--- src/rtl/chan_swz_pkg.sv ---
package chan_swz_pkg;

    localparam int CODE_W = 3;
    localparam int TILE_W = 2;

    typedef enum logic [CODE_W-1:0] {
        SWZ_NONE      = 3'd0,
        SWZ_B9        = 3'd1,
        SWZ_B9_10     = 3'd2,
        SWZ_B9_11     = 3'd3,
        SWZ_B9_10_11  = 3'd4,
        SWZ_B9_17     = 3'd5,
        SWZ_B9_10_17  = 3'd6,
        SWZ_UNKNOWN   = 3'd7
    } swz_code_e;

    typedef enum logic [TILE_W-1:0] {
        TILE_LINEAR  = 2'd0,
        TILE_X       = 2'd1,
        TILE_Y       = 2'd2,
        TILE_LINEAR2 = 2'd3
    } tile_e;

    typedef struct packed {
        swz_code_e y_code;
        swz_code_e x_code;
    } swz_cfg_t;

    typedef struct packed {
        logic b17;
        logic b11;
        logic b10;
        logic b9;
    } swz_src_t;

    typedef struct packed {
        logic use17;
        logic use11;
        logic use10;
        logic use9;
    } swz_en_t;

endpackage

--- src/rtl/swz_cfg_reg.sv ---
module swz_cfg_reg
    import chan_swz_pkg::*;
(
    input  logic     clk,
    input  logic     rst_n,
    input  logic     we,
    input  swz_cfg_t wdata,
    output swz_cfg_t cfg,
    output logic     unknown
);

    swz_cfg_t cfg_d, cfg_q;

    always_comb begin
        cfg_d = cfg_q;
        if (we) begin
            cfg_d = wdata;
        end
    end

    always_ff @(posedge clk) begin
        if (!rst_n) begin
            cfg_q <= '{y_code: SWZ_NONE, x_code: SWZ_NONE};
        end else begin
            cfg_q <= cfg_d;
        end
    end

    assign cfg     = cfg_q;
    assign unknown = (cfg_q.x_code == SWZ_UNKNOWN) || (cfg_q.y_code == SWZ_UNKNOWN);

endmodule

--- src/rtl/swz_mode_sel.sv ---
module swz_mode_sel
    import chan_swz_pkg::*;
(
    input  logic [TILE_W-1:0] tile,
    input  swz_cfg_t          cfg,
    output swz_code_e         code
);

    always_comb begin
        unique case (tile_e'(tile))
            TILE_X:  code = cfg.x_code;
            TILE_Y:  code = cfg.y_code;
            default: code = SWZ_NONE;
        endcase
    end

endmodule

--- src/rtl/swz_xor_net.sv ---
module swz_xor_net
    import chan_swz_pkg::*;
(
    input  swz_code_e code,
    input  swz_src_t  src,
    output logic      flip
);

    swz_en_t en;

    always_comb begin
        en = '0;
        unique case (code)
            SWZ_B9:       en = '{use17: 1'b0, use11: 1'b0, use10: 1'b0, use9: 1'b1};
            SWZ_B9_10:    en = '{use17: 1'b0, use11: 1'b0, use10: 1'b1, use9: 1'b1};
            SWZ_B9_11:    en = '{use17: 1'b0, use11: 1'b1, use10: 1'b0, use9: 1'b1};
            SWZ_B9_10_11: en = '{use17: 1'b0, use11: 1'b1, use10: 1'b1, use9: 1'b1};
            SWZ_B9_17:    en = '{use17: 1'b1, use11: 1'b0, use10: 1'b0, use9: 1'b1};
            SWZ_B9_10_17: en = '{use17: 1'b1, use11: 1'b0, use10: 1'b1, use9: 1'b1};
            default:      en = '0;
        endcase
    end

    assign flip = (en.use9  & src.b9)  ^ (en.use10 & src.b10) ^
                  (en.use11 & src.b11) ^ (en.use17 & src.b17);

endmodule

--- src/rtl/chan_swz_top.sv ---
module chan_swz_top
    import chan_swz_pkg::*;
#(
    parameter int ADDR_W     = 32,
    parameter bit REGISTERED = 1'b0
) (
    input  logic                  clk,
    input  logic                  rst_n,
    input  logic                  cfg_we,
    input  logic [2*CODE_W-1:0]   cfg_wdata,
    output logic [2*CODE_W-1:0]   cfg_rdata,
    output logic                  unknown_mode,
    input  logic [ADDR_W-1:0]     req_addr,
    input  logic [TILE_W-1:0]     req_tile,
    output logic [ADDR_W-1:0]     out_addr
);

    localparam int CH_BIT = 6;

    swz_cfg_t  cfg;
    swz_code_e code;
    swz_src_t  src;
    logic      flip;

    initial begin
        if (ADDR_W < 18) $error("ADDR_W must be at least 18");
    end

    swz_cfg_reg u_cfg (
        .clk     (clk),
        .rst_n   (rst_n),
        .we      (cfg_we),
        .wdata   (swz_cfg_t'(cfg_wdata)),
        .cfg     (cfg),
        .unknown (unknown_mode)
    );

    swz_mode_sel u_sel (
        .tile (req_tile),
        .cfg  (cfg),
        .code (code)
    );

    assign src = '{b17: req_addr[17], b11: req_addr[11], b10: req_addr[10], b9: req_addr[9]};

    swz_xor_net u_net (
        .code (code),
        .src  (src),
        .flip (flip)
    );

    logic [ADDR_W-1:0] addr_d;

    always_comb begin
        addr_d         = req_addr;
        addr_d[CH_BIT] = req_addr[CH_BIT] ^ flip;
    end

    generate
        if (REGISTERED) begin : g_reg
            logic [ADDR_W-1:0] addr_q;
            always_ff @(posedge clk) begin
                if (!rst_n) begin
                    addr_q <= '0;
                end else begin
                    addr_q <= addr_d;
                end
            end
            assign out_addr = addr_q;
        end else begin : g_comb
            assign out_addr = addr_d;
        end
    endgenerate

    assign cfg_rdata = cfg;

endmodule

--- config.mk ---
export PLATFORM = sky130hd
export DESIGN_NAME = chan_swz_top
export DESIGN_NICKNAME = d
export VERILOG_FILES = /design/src/rtl/chan_swz_pkg.sv /design/src/rtl/swz_cfg_reg.sv /design/src/rtl/swz_mode_sel.sv /design/src/rtl/swz_xor_net.sv /design/src/rtl/chan_swz_top.sv
export SDC_FILE = /design/constraint.sdc
export NUM_CORES = 1
export LEC_CHECK = 0
export BUFFER_PORTS_ARGS = -buffer_cell sky130_fd_sc_hd__buf_2
export CAP_MARGIN = 40
export CELL_PAD_IN_SITES_DETAIL_PLACEMENT = 0
export CELL_PAD_IN_SITES_GLOBAL_PLACEMENT = 1
export CORE_AREA = 2 2 61 63
export CTS_CLUSTER_DIAMETER = 50
export CTS_CLUSTER_SIZE = 14
export DETAILED_ROUTE_END_ITERATION = 16
export DIE_AREA = 0 0 63 65
export PLACE_DENSITY_LB_ADDON = 0.1
export SYNTH_ARGS = -nofsm -noshare
export SYNTH_HDL_FRONTEND = slang
export SYNTH_SLANG_ARGS = --single-unit
--- constraint.sdc ---
create_clock -name clk -period 2.3 [get_ports clk]
set_input_delay 0.46 -clock clk [delete_from_list [all_inputs] [get_ports clk]]
set_output_delay 0.46 -clock clk [all_outputs]
set_load 0.05 [all_outputs]
== After elaboration in Yosys (flattened, before gate mapping) ==
Cells that the tools add are included.
Widths: inputs -> output; s select.

* Equality and inequality tests: 10
* Muxes and demuxes: 2
* Bitwise operators: 8
* Reduce and logical (&&, ||, !) cells: 1

{| class="wikitable"
|+ Operators by type and width
! operator !! count
|-
| $pmux 4 s6 || 1
|-
| $eq 3x3->1 const B || 5
|-
| $eq 3x2->1 const B || 2
|-
| $pmux 3 s2 || 1
|-
| $and 1x1->1 || 4
|-
| $xor 1x1->1 || 4
|-
| $eq 3x1->1 const B || 1
|-
| $eq 2x1->1 const B || 1
|-
| $eq 2x2->1 const B || 1
|-
| $logic_or 1x1->1 || 1
|}

* Bits in registers: 6
* Logic and storage cells: 23

== Longest topological paths before layout ==
Gate-level depths: netlist of the first run.

* Depth in word-level cells: 9
* Mapped depth: 7

== Modules after synthesis ==
A second synthesis of the first run with hierarchy kept.

* Cells, all modules: 79
* Area total of the unflattened synthesis: 668.1 µm²

{| class="wikitable"
|+ By module, submodules not included
! module !! times used !! cells an instance !! area an instance (µm²) !! seq. area each (µm²)
|-
| swz_cfg_reg || 1 || 22 || 242.7 || 120.1
|-
| chan_swz_top || 1 || 32 || 241.5 || 0.0
|-
| swz_xor_net || 1 || 15 || 117.6 || 0.0
|-
| swz_mode_sel || 1 || 10 || 66.3 || 0.0
|}

== Worst setup path after synthesis of the first run ==
Ideal clock, no wire load.

* Kind: input-to-output
* Start point: in req_tile[0]
* End point: out out_addr[6]
* Data arrival time: 2.403 ns
* Slack: -0.563 ns
* Cell stages on the path: 7
* Buffers on the path: 0
* Path through: inv_1 > ha_1 > a22oi_4 > a21oi_2 > a2111oi_2 > xnor2_1 > xnor2_1

* Word-level cells in the longest chain between the ends: 9

{| class="wikitable"
|+ Ends and longest elaborated chain
! element !! RTL line !! source
|-
| from (decl) || chan_swz_top.sv:14 || <nowiki>input logic [TILE_W-1:0] req_tile,</nowiki>
|-
| $eq 2x2->1 / $eq 2x1->1 (equally long branches) || swz_mode_sel.sv:10 || <nowiki>unique case (tile_e'(tile))</nowiki>
|-
| $pmux 3 s2 (*) || swz_mode_sel.sv:10 ||
|-
| $eq 3x3->1 (tied with other cells) || swz_xor_net.sv:13 || <nowiki>unique case (code)</nowiki>
|-
| $pmux 4 s6 (*) || swz_xor_net.sv:13 ||
|-
| $and 1x1->1 || swz_xor_net.sv:24 || <nowiki>assign flip = (en.use9 & src.b9) ^ (en.use10 & src.b10) ^</nowiki>
|-
| $xor 1x1->1 (2 in a row) || swz_xor_net.sv:24 ||
|-
| $xor 1x1->1 (*) || swz_xor_net.sv:25 || <nowiki>(en.use11 & src.b11) ^ (en.use17 & src.b17);</nowiki>
|-
| $xor 1x1->1 (*) || chan_swz_top.sv:56 || <nowiki>addr_d[CH_BIT] = req_addr[CH_BIT] ^ flip;</nowiki>
|-
| to (decl) || chan_swz_top.sv:15 || <nowiki>output logic [ADDR_W-1:0] out_addr</nowiki>
|}

Every way passes the cells marked *; elsewhere a longest branch is shown, timed or not.

== Final worst setup path of the first run ==
Same ends and word-level chain as after synthesis.

==> results of run 1 <==
-- per-layer routing --
layer,up-vias,wire length [um],GRT usage [%]
li1,238,-,-
met1,223,564,8.07
met2,16,686,11.6
met3,2,125,3.82
met4,0,12,2.78
met5,-,0,0
-- worst min path at each step --
stage | start | end | slack (ns) | cells after the start
after floorplan | rst_n | u_cfg.cfg[1]$_SDFFE_PN0P_ | 0.59 | 1
after global placement | u_cfg.cfg[1]$_SDFFE_PN0P_ | u_cfg.cfg[1]$_SDFFE_PN0P_ | 0.56 | 2
after detailed placement | u_cfg.cfg[4]$_SDFFE_PN0P_ | u_cfg.cfg[4]$_SDFFE_PN0P_ | 0.56 | 2
after CTS | cfg_wdata[5] | u_cfg.cfg[5]$_SDFFE_PN0P_ | 0.47 | 3
after global routing | cfg_wdata[3] | u_cfg.cfg[3]$_SDFFE_PN0P_ | 0.49 | 3
final | cfg_wdata[5] | u_cfg.cfg[5]$_SDFFE_PN0P_ | 0.48 | 3
-- worst max-delay path, cell delays in order --
cell       delay [ns]
buf_8            0.11
inv_8            0.04
ha_4             0.17
a22oi_4          0.11
buf_4            0.16
a2111oi_4        0.38
xnor2_2          0.17
xnor2_2          0.13
buf_6            0.17
-- Yosys cell counts --
cell       number
ha_1            2
nor2_1          1
nand3_1         4
a22oi_4         1
nand4_1         1
dfxtp_1         6
a21oi_2         1
mux2i_1         6
clkbuf_1        1
a31oi_1         1
a2111oi_2       1
nor2b_1         6
buf_4          31
mux2_2          1
inv_1           2
xnor2_1         2
a22oi_1         2
a22o_2          2
nand2_1         2
nor3_1          1
o21ai_2         1
-- cell families (layout without fill, tap and decap cells) --
logic type      Yosys count  after routing  share of synthesized area (%)
flops                     6              6                           18.4
fa+ha+maj                 2              2                           3.83
mux                       7              7                           10.9
simple gates             15             15                           12.3
xor+xnor                  2              2                           2.68
compound gates            9              9                           14.6
buf+inv                  34             38                           37.4
-- power by group through the flow --
stage               clock network, mW  logic (mW)  registers (mW)
finish                         0.0951       0.144           0.122
global route                    0.107       0.153           0.123
CTS                             0.102       0.139           0.123
detailed placement                  0       0.132           0.124
global placement                    0       0.132           0.124
floorplan                           0       0.201           0.143
-- final cells by class --
class,instances,area share (%)
sequential,6,15.5
tap,48,7.44
clock buffer,3,2.79
inverter,2,1.86
timing repair buffer,33,25.1
multi-input combinational,35,47.3
-- repair_timing --
item	CTS	global route
resized for setup	7	4
pin swaps	2	5
gates cloned	0	0
setup buffers	1	0
endpoints found under the setup margin	1	1
-- stage by stage --
step | std cells | cell area (sq um) | setup TNS, ns | worst slack (ns)
3_5_place_dp | 123 | 724 | -0.269 | -0.269
6_report | 127 | 807 | -0.0750 | -0.0750
5_1_grt | 127 | 807 | -0.156 | -0.156
4_1_cts | 127 | 777 | -0.121 | -0.121
2_1_floorplan | 75 | 728 | -0.118 | -0.118
3_3_place_gp | 123 | 724 | -0.280 | -0.280
==> flow_summary.yaml, run 1 <==
status:
  status: "complete, but fails checks"
  violations: "negative setup slack"
setup_path:
  r2r_cells: 2
  r2r-start: "u_cfg.cfg[0]$_SDFFE_PN0P_"
  startpoint_type: "input pin"
  crit_type: "input pin to primary output"
  r2r_end: "u_cfg.cfg[0]$_SDFFE_PN0P_"
  cp-end-kind: "primary output"
  crit_path_end: "out_addr[6]"
  cp-startpoint: "req_tile[0]"
  reg2reg_slack_ns: 1.61
  required_ns: 1.84
  crit_arrival_ns: 1.91
  worstPathMaxFanout: 5
floorplanning:
  die_h_um: 65
  start_util_pct: 18.7
  io_pins: 82
  die_area_sq_um: 4100
  row_count: 22
  coreArea_sq_um: 3500
  die_width_um: 63
timing:
  rsz0062_at_grt: "yes"
  slew_viol_final: 0
  max_freq_mhz: 421
  worst_pin_slew_ns: 0.307
  hold_viol: 0
  slew_headroom_pct: 79.5
  post-route-period-util_pct: 103
  setup_viol: 1
  skew_ns: 0
  setup_ws_ns: -0.0750
  min_period_ns: 2.37
  holdWs_ns: 0.476
routing:
  drc: 0
  drt_iter0_markers: 6
  first_pass_iters: 4
  wl_per_cell_um: 10.9
  vias: 479
  totalWireLength_mm: 1.39
  detail-route-antenna-nets: 0
  via_per_inst: 3.77
final_layout:
  final_nets: 126
  final_common_cell: "buf_2"
  diodes: 0
  multi_input_area_sq_um: 382
  finish.utilization_pct: 23.1
  drive_gt1_share_pct: 72.2
  area_delta_synth_final_pct: 23.6
  final_cell_mix: "buf_2 (24), mux2i_1 (6), nor2b_1 (6), buf_4 (6)"
  seqCellArea_sq_um: 125
  largest_register_ffs: 6
  fillers: 399
place:
  finalWeightedCongestion: 0.617
  dp_hpwl_mm: 1.15
  port_buffers: 27
power:
  netSwitchingFraction_pct: 36.0
  intPower_mw: 0.231
  seq_power_share_pct: 33.8
  ir_worst_vdd_mv: 0.112
  switchingPower_mw: 0.130
  power.leakage_nw: 0.373
  p_clk_share_pct: 26.3
  pwr-share-comb_pct: 39.9
  finalPower_mw: 0.361
  p_per_area_nw_per_um2: 448
yosys:
  syn_inst: 75
  synthesis.nets: 120
  synth_top_area_share_pct: 35.6
  synth-seq-cells: 6
  ys_warn_count: 0
  avgSynthCellArea_sq_um: 8.71
  synthTopCellsByArea: "buf_4 (36%), dfxtp_1 (18%), mux2i_1 (9.2%)"
  yosysSeqAreaShare_pct: 18.4
  syn_area_sq_um: 653
  synth.largest_area_cell: "buf_4"
  ys_types: 21
cts:
  cts_tree: "built"
  cts.sinks: 6
  postCtsHoldBufs: 0
  cts_root_buffer: "clkbuf_4"
  cts.clk_slew.worst_paths_ns: 0.05
  numCtsBuffers: 3
  htree_levels: 1
  clk_latency_ns: 0.24
  clockBufferDepth: 2
hold_path:
  min_path_type: "input pin to flop"
global_routing:
  antenna_found_initial: 0
  grt_pass1_vias: 486
  gr-usage-all-layers_pct: 7.22
  overflow: 0
  grt_pass1_wl_mm: 2.26
  grt_start_max_net_pins: 7
run:
  cap_violations: 0
No activity file was read; power rests on OpenSTA's default activity.
==> run 2: changes to the inputs <==
- CORE_AREA: 2 2 61 63 -> 5 5 64 66
- DIE_AREA: 0 0 63 65 -> 0 0 69 71
==> run 2 against run 1 <==
- clock skew unchanged
- total power up 1.7%
- the run still ends with negative setup slack left
- non-clock buffer count up 3
- final area up 5.9%
- first-iteration DRC count down 67%
==> flow_summary.yaml, run 2 (synthesized netlist as in run 1, its figures left out) <==
status:
  status: "complete, but fails checks"
  violations: "negative setup slack"
setup_path:
  crit_top_cell: "buf_6"
  path_buf_inv: 4
  worstPathMaxFanout: 5
  crit_type: "input pin to primary output"
  slowest_delay_ns: 0.29
  crit_arrival_ns: 1.95
  cpMaxStageDelayCell: "mux2_4"
  startpoint_type: "input pin"
  crit_chain: "buf_8, inv_8, ha_4, a22oi_4, buf_6, mux2_4, nand3_2, a31oi_4, xnor2_2, buf_6"
  required_ns: 1.84
  crit_family: "buffers and inverters"
  cp-end-kind: "primary output"
place:
  dp_hpwl_mm: 1.21
  port_buffers: 27
  finalWeightedCongestion: 0.619
run:
  cap_violations: 0
timing:
  max_freq_mhz: 416
  min_period_ns: 2.41
  slew_viol_final: 0
  hold_viol: 0
  worst_pin_slew_ns: 0.298
  setup_ws_ns: -0.107
  slew_headroom_pct: 80.2
  holdWs_ns: 0.480
  setup_viol: 1
  skew_ns: 0
  rsz0062_at_grt: "yes"
  post-route-period-util_pct: 105
routing:
  first_pass_iters: 4
  drc: 0
  detail-route-antenna-nets: 0
  vias: 497
  via_per_inst: 3.82
  drt_iter0_markers: 2
  totalWireLength_mm: 1.46
  wl_per_cell_um: 11.3
floorplanning:
  die_h_um: 71
  coreArea_sq_um: 3520
  die_width_um: 69
  row_count: 22
  die_area_sq_um: 4900
  start_util_pct: 18.5
  io_pins: 82
final_layout:
  fillers: 413
  diodes: 0
  finish.utilization_pct: 24.3
  multi_input_area_sq_um: 395
  seqCellArea_sq_um: 125
  final_cell_mix: "buf_2 (24), mux2i_1 (6), nor2b_1 (6), buf_4 (6), buf_6 (5)"
  drive_gt1_share_pct: 74.4
  final_nets: 129
  largest_register_ffs: 6
  final_common_cell: "buf_2"
  area_delta_synth_final_pct: 30.8
cts:
  clockBufferDepth: 2
  clk_latency_ns: 0.24
  cts.sinks: 6
  cts_tree: "built"
  htree_levels: 1
  cts_root_buffer: "clkbuf_4"
  numCtsBuffers: 3
  postCtsHoldBufs: 0
  cts.clk_slew.worst_paths_ns: 0.04
power:
  p_per_area_nw_per_um2: 430
  ir_worst_vdd_mv: 0.144
  power.leakage_nw: 0.392
global_routing:
  gr-usage-all-layers_pct: 6.45
  antenna_found_initial: 0
  grt_pass1_wl_mm: 2.51
  grt_pass1_vias: 547
  overflow: 0
  grt_start_max_net_pins: 7
hold_path:
  min_path_type: "input pin to flop"
## run 2: cell type report
type	count	share of cell area, %
flip-flops and latches	6	14.6
clock buffers	3	2.64
well taps	48	7.03
inverters	2	1.76
repair buffers	36	27.7
multi-input cells	35	46.3
## run 2: worst register-to-register path: cells and delay by family (launching register included)
family / cells / cell delay, ns
buffers and inverters: 1 / 0.15
flip-flops: 1 / 0.33
multiplexers: 1 / 0.12
AND/OR/NAND/NOR: 1 / 0.06
## run 2: routing by layer
metal	up-vias	GRT usage [%]	part of all wire, %
met2	16	10.2	48
met5	-	0	0
met4	0	4.77	2.1
met3	4	2.70	8.7
met1	234	6.91	41
li1	243	-	-
## run 2: per-stage QoR
step	setup WS, ns	TNS (ns)	area, sq um	std cells	total power, mW
detailed placement	-0.265	-0.265	739	125	0.259
global placement	-0.260	-0.260	739	125	0.260
global route	-0.185	-0.185	855	130	0.395
floorplan	-0.118	-0.118	728	75	0.344
finish	-0.107	-0.107	855	130	0.367
CTS	-0.113	-0.113	855	130	0.376
## run 2: what timing repair did
| action | CTS | global route |
|---|---|---|
| buffers inserted | 2 | 0 |
| endpoints found under the setup margin | 1 | 1 |
| pin swaps | 7 | 0 |
| resized for setup | 16 | 0 |
## run 2: worst paths after layout
kind | start | endpoint | slack (ns) | cells past startpoint
setup reg to reg | u_cfg.cfg[3]$_SDFFE_PN0P_ | u_cfg.cfg[3]$_SDFFE_PN0P_ | 1.53 | 3
hold reg to reg | u_cfg.cfg[1]$_SDFFE_PN0P_ | u_cfg.cfg[1]$_SDFFE_PN0P_ | 0.56 | 2
setup / recovery | req_tile[0] | out_addr[6] | -0.11 | 10
hold / removal | cfg_wdata[1] | u_cfg.cfg[1]$_SDFFE_PN0P_ | 0.48 | 3
## run 2: power by group
part           internal, mW  switching [mW]
Sequential            0.112         0.00893
Clock                0.0588          0.0345
Combinational        0.0657          0.0879
Total                 0.236           0.131
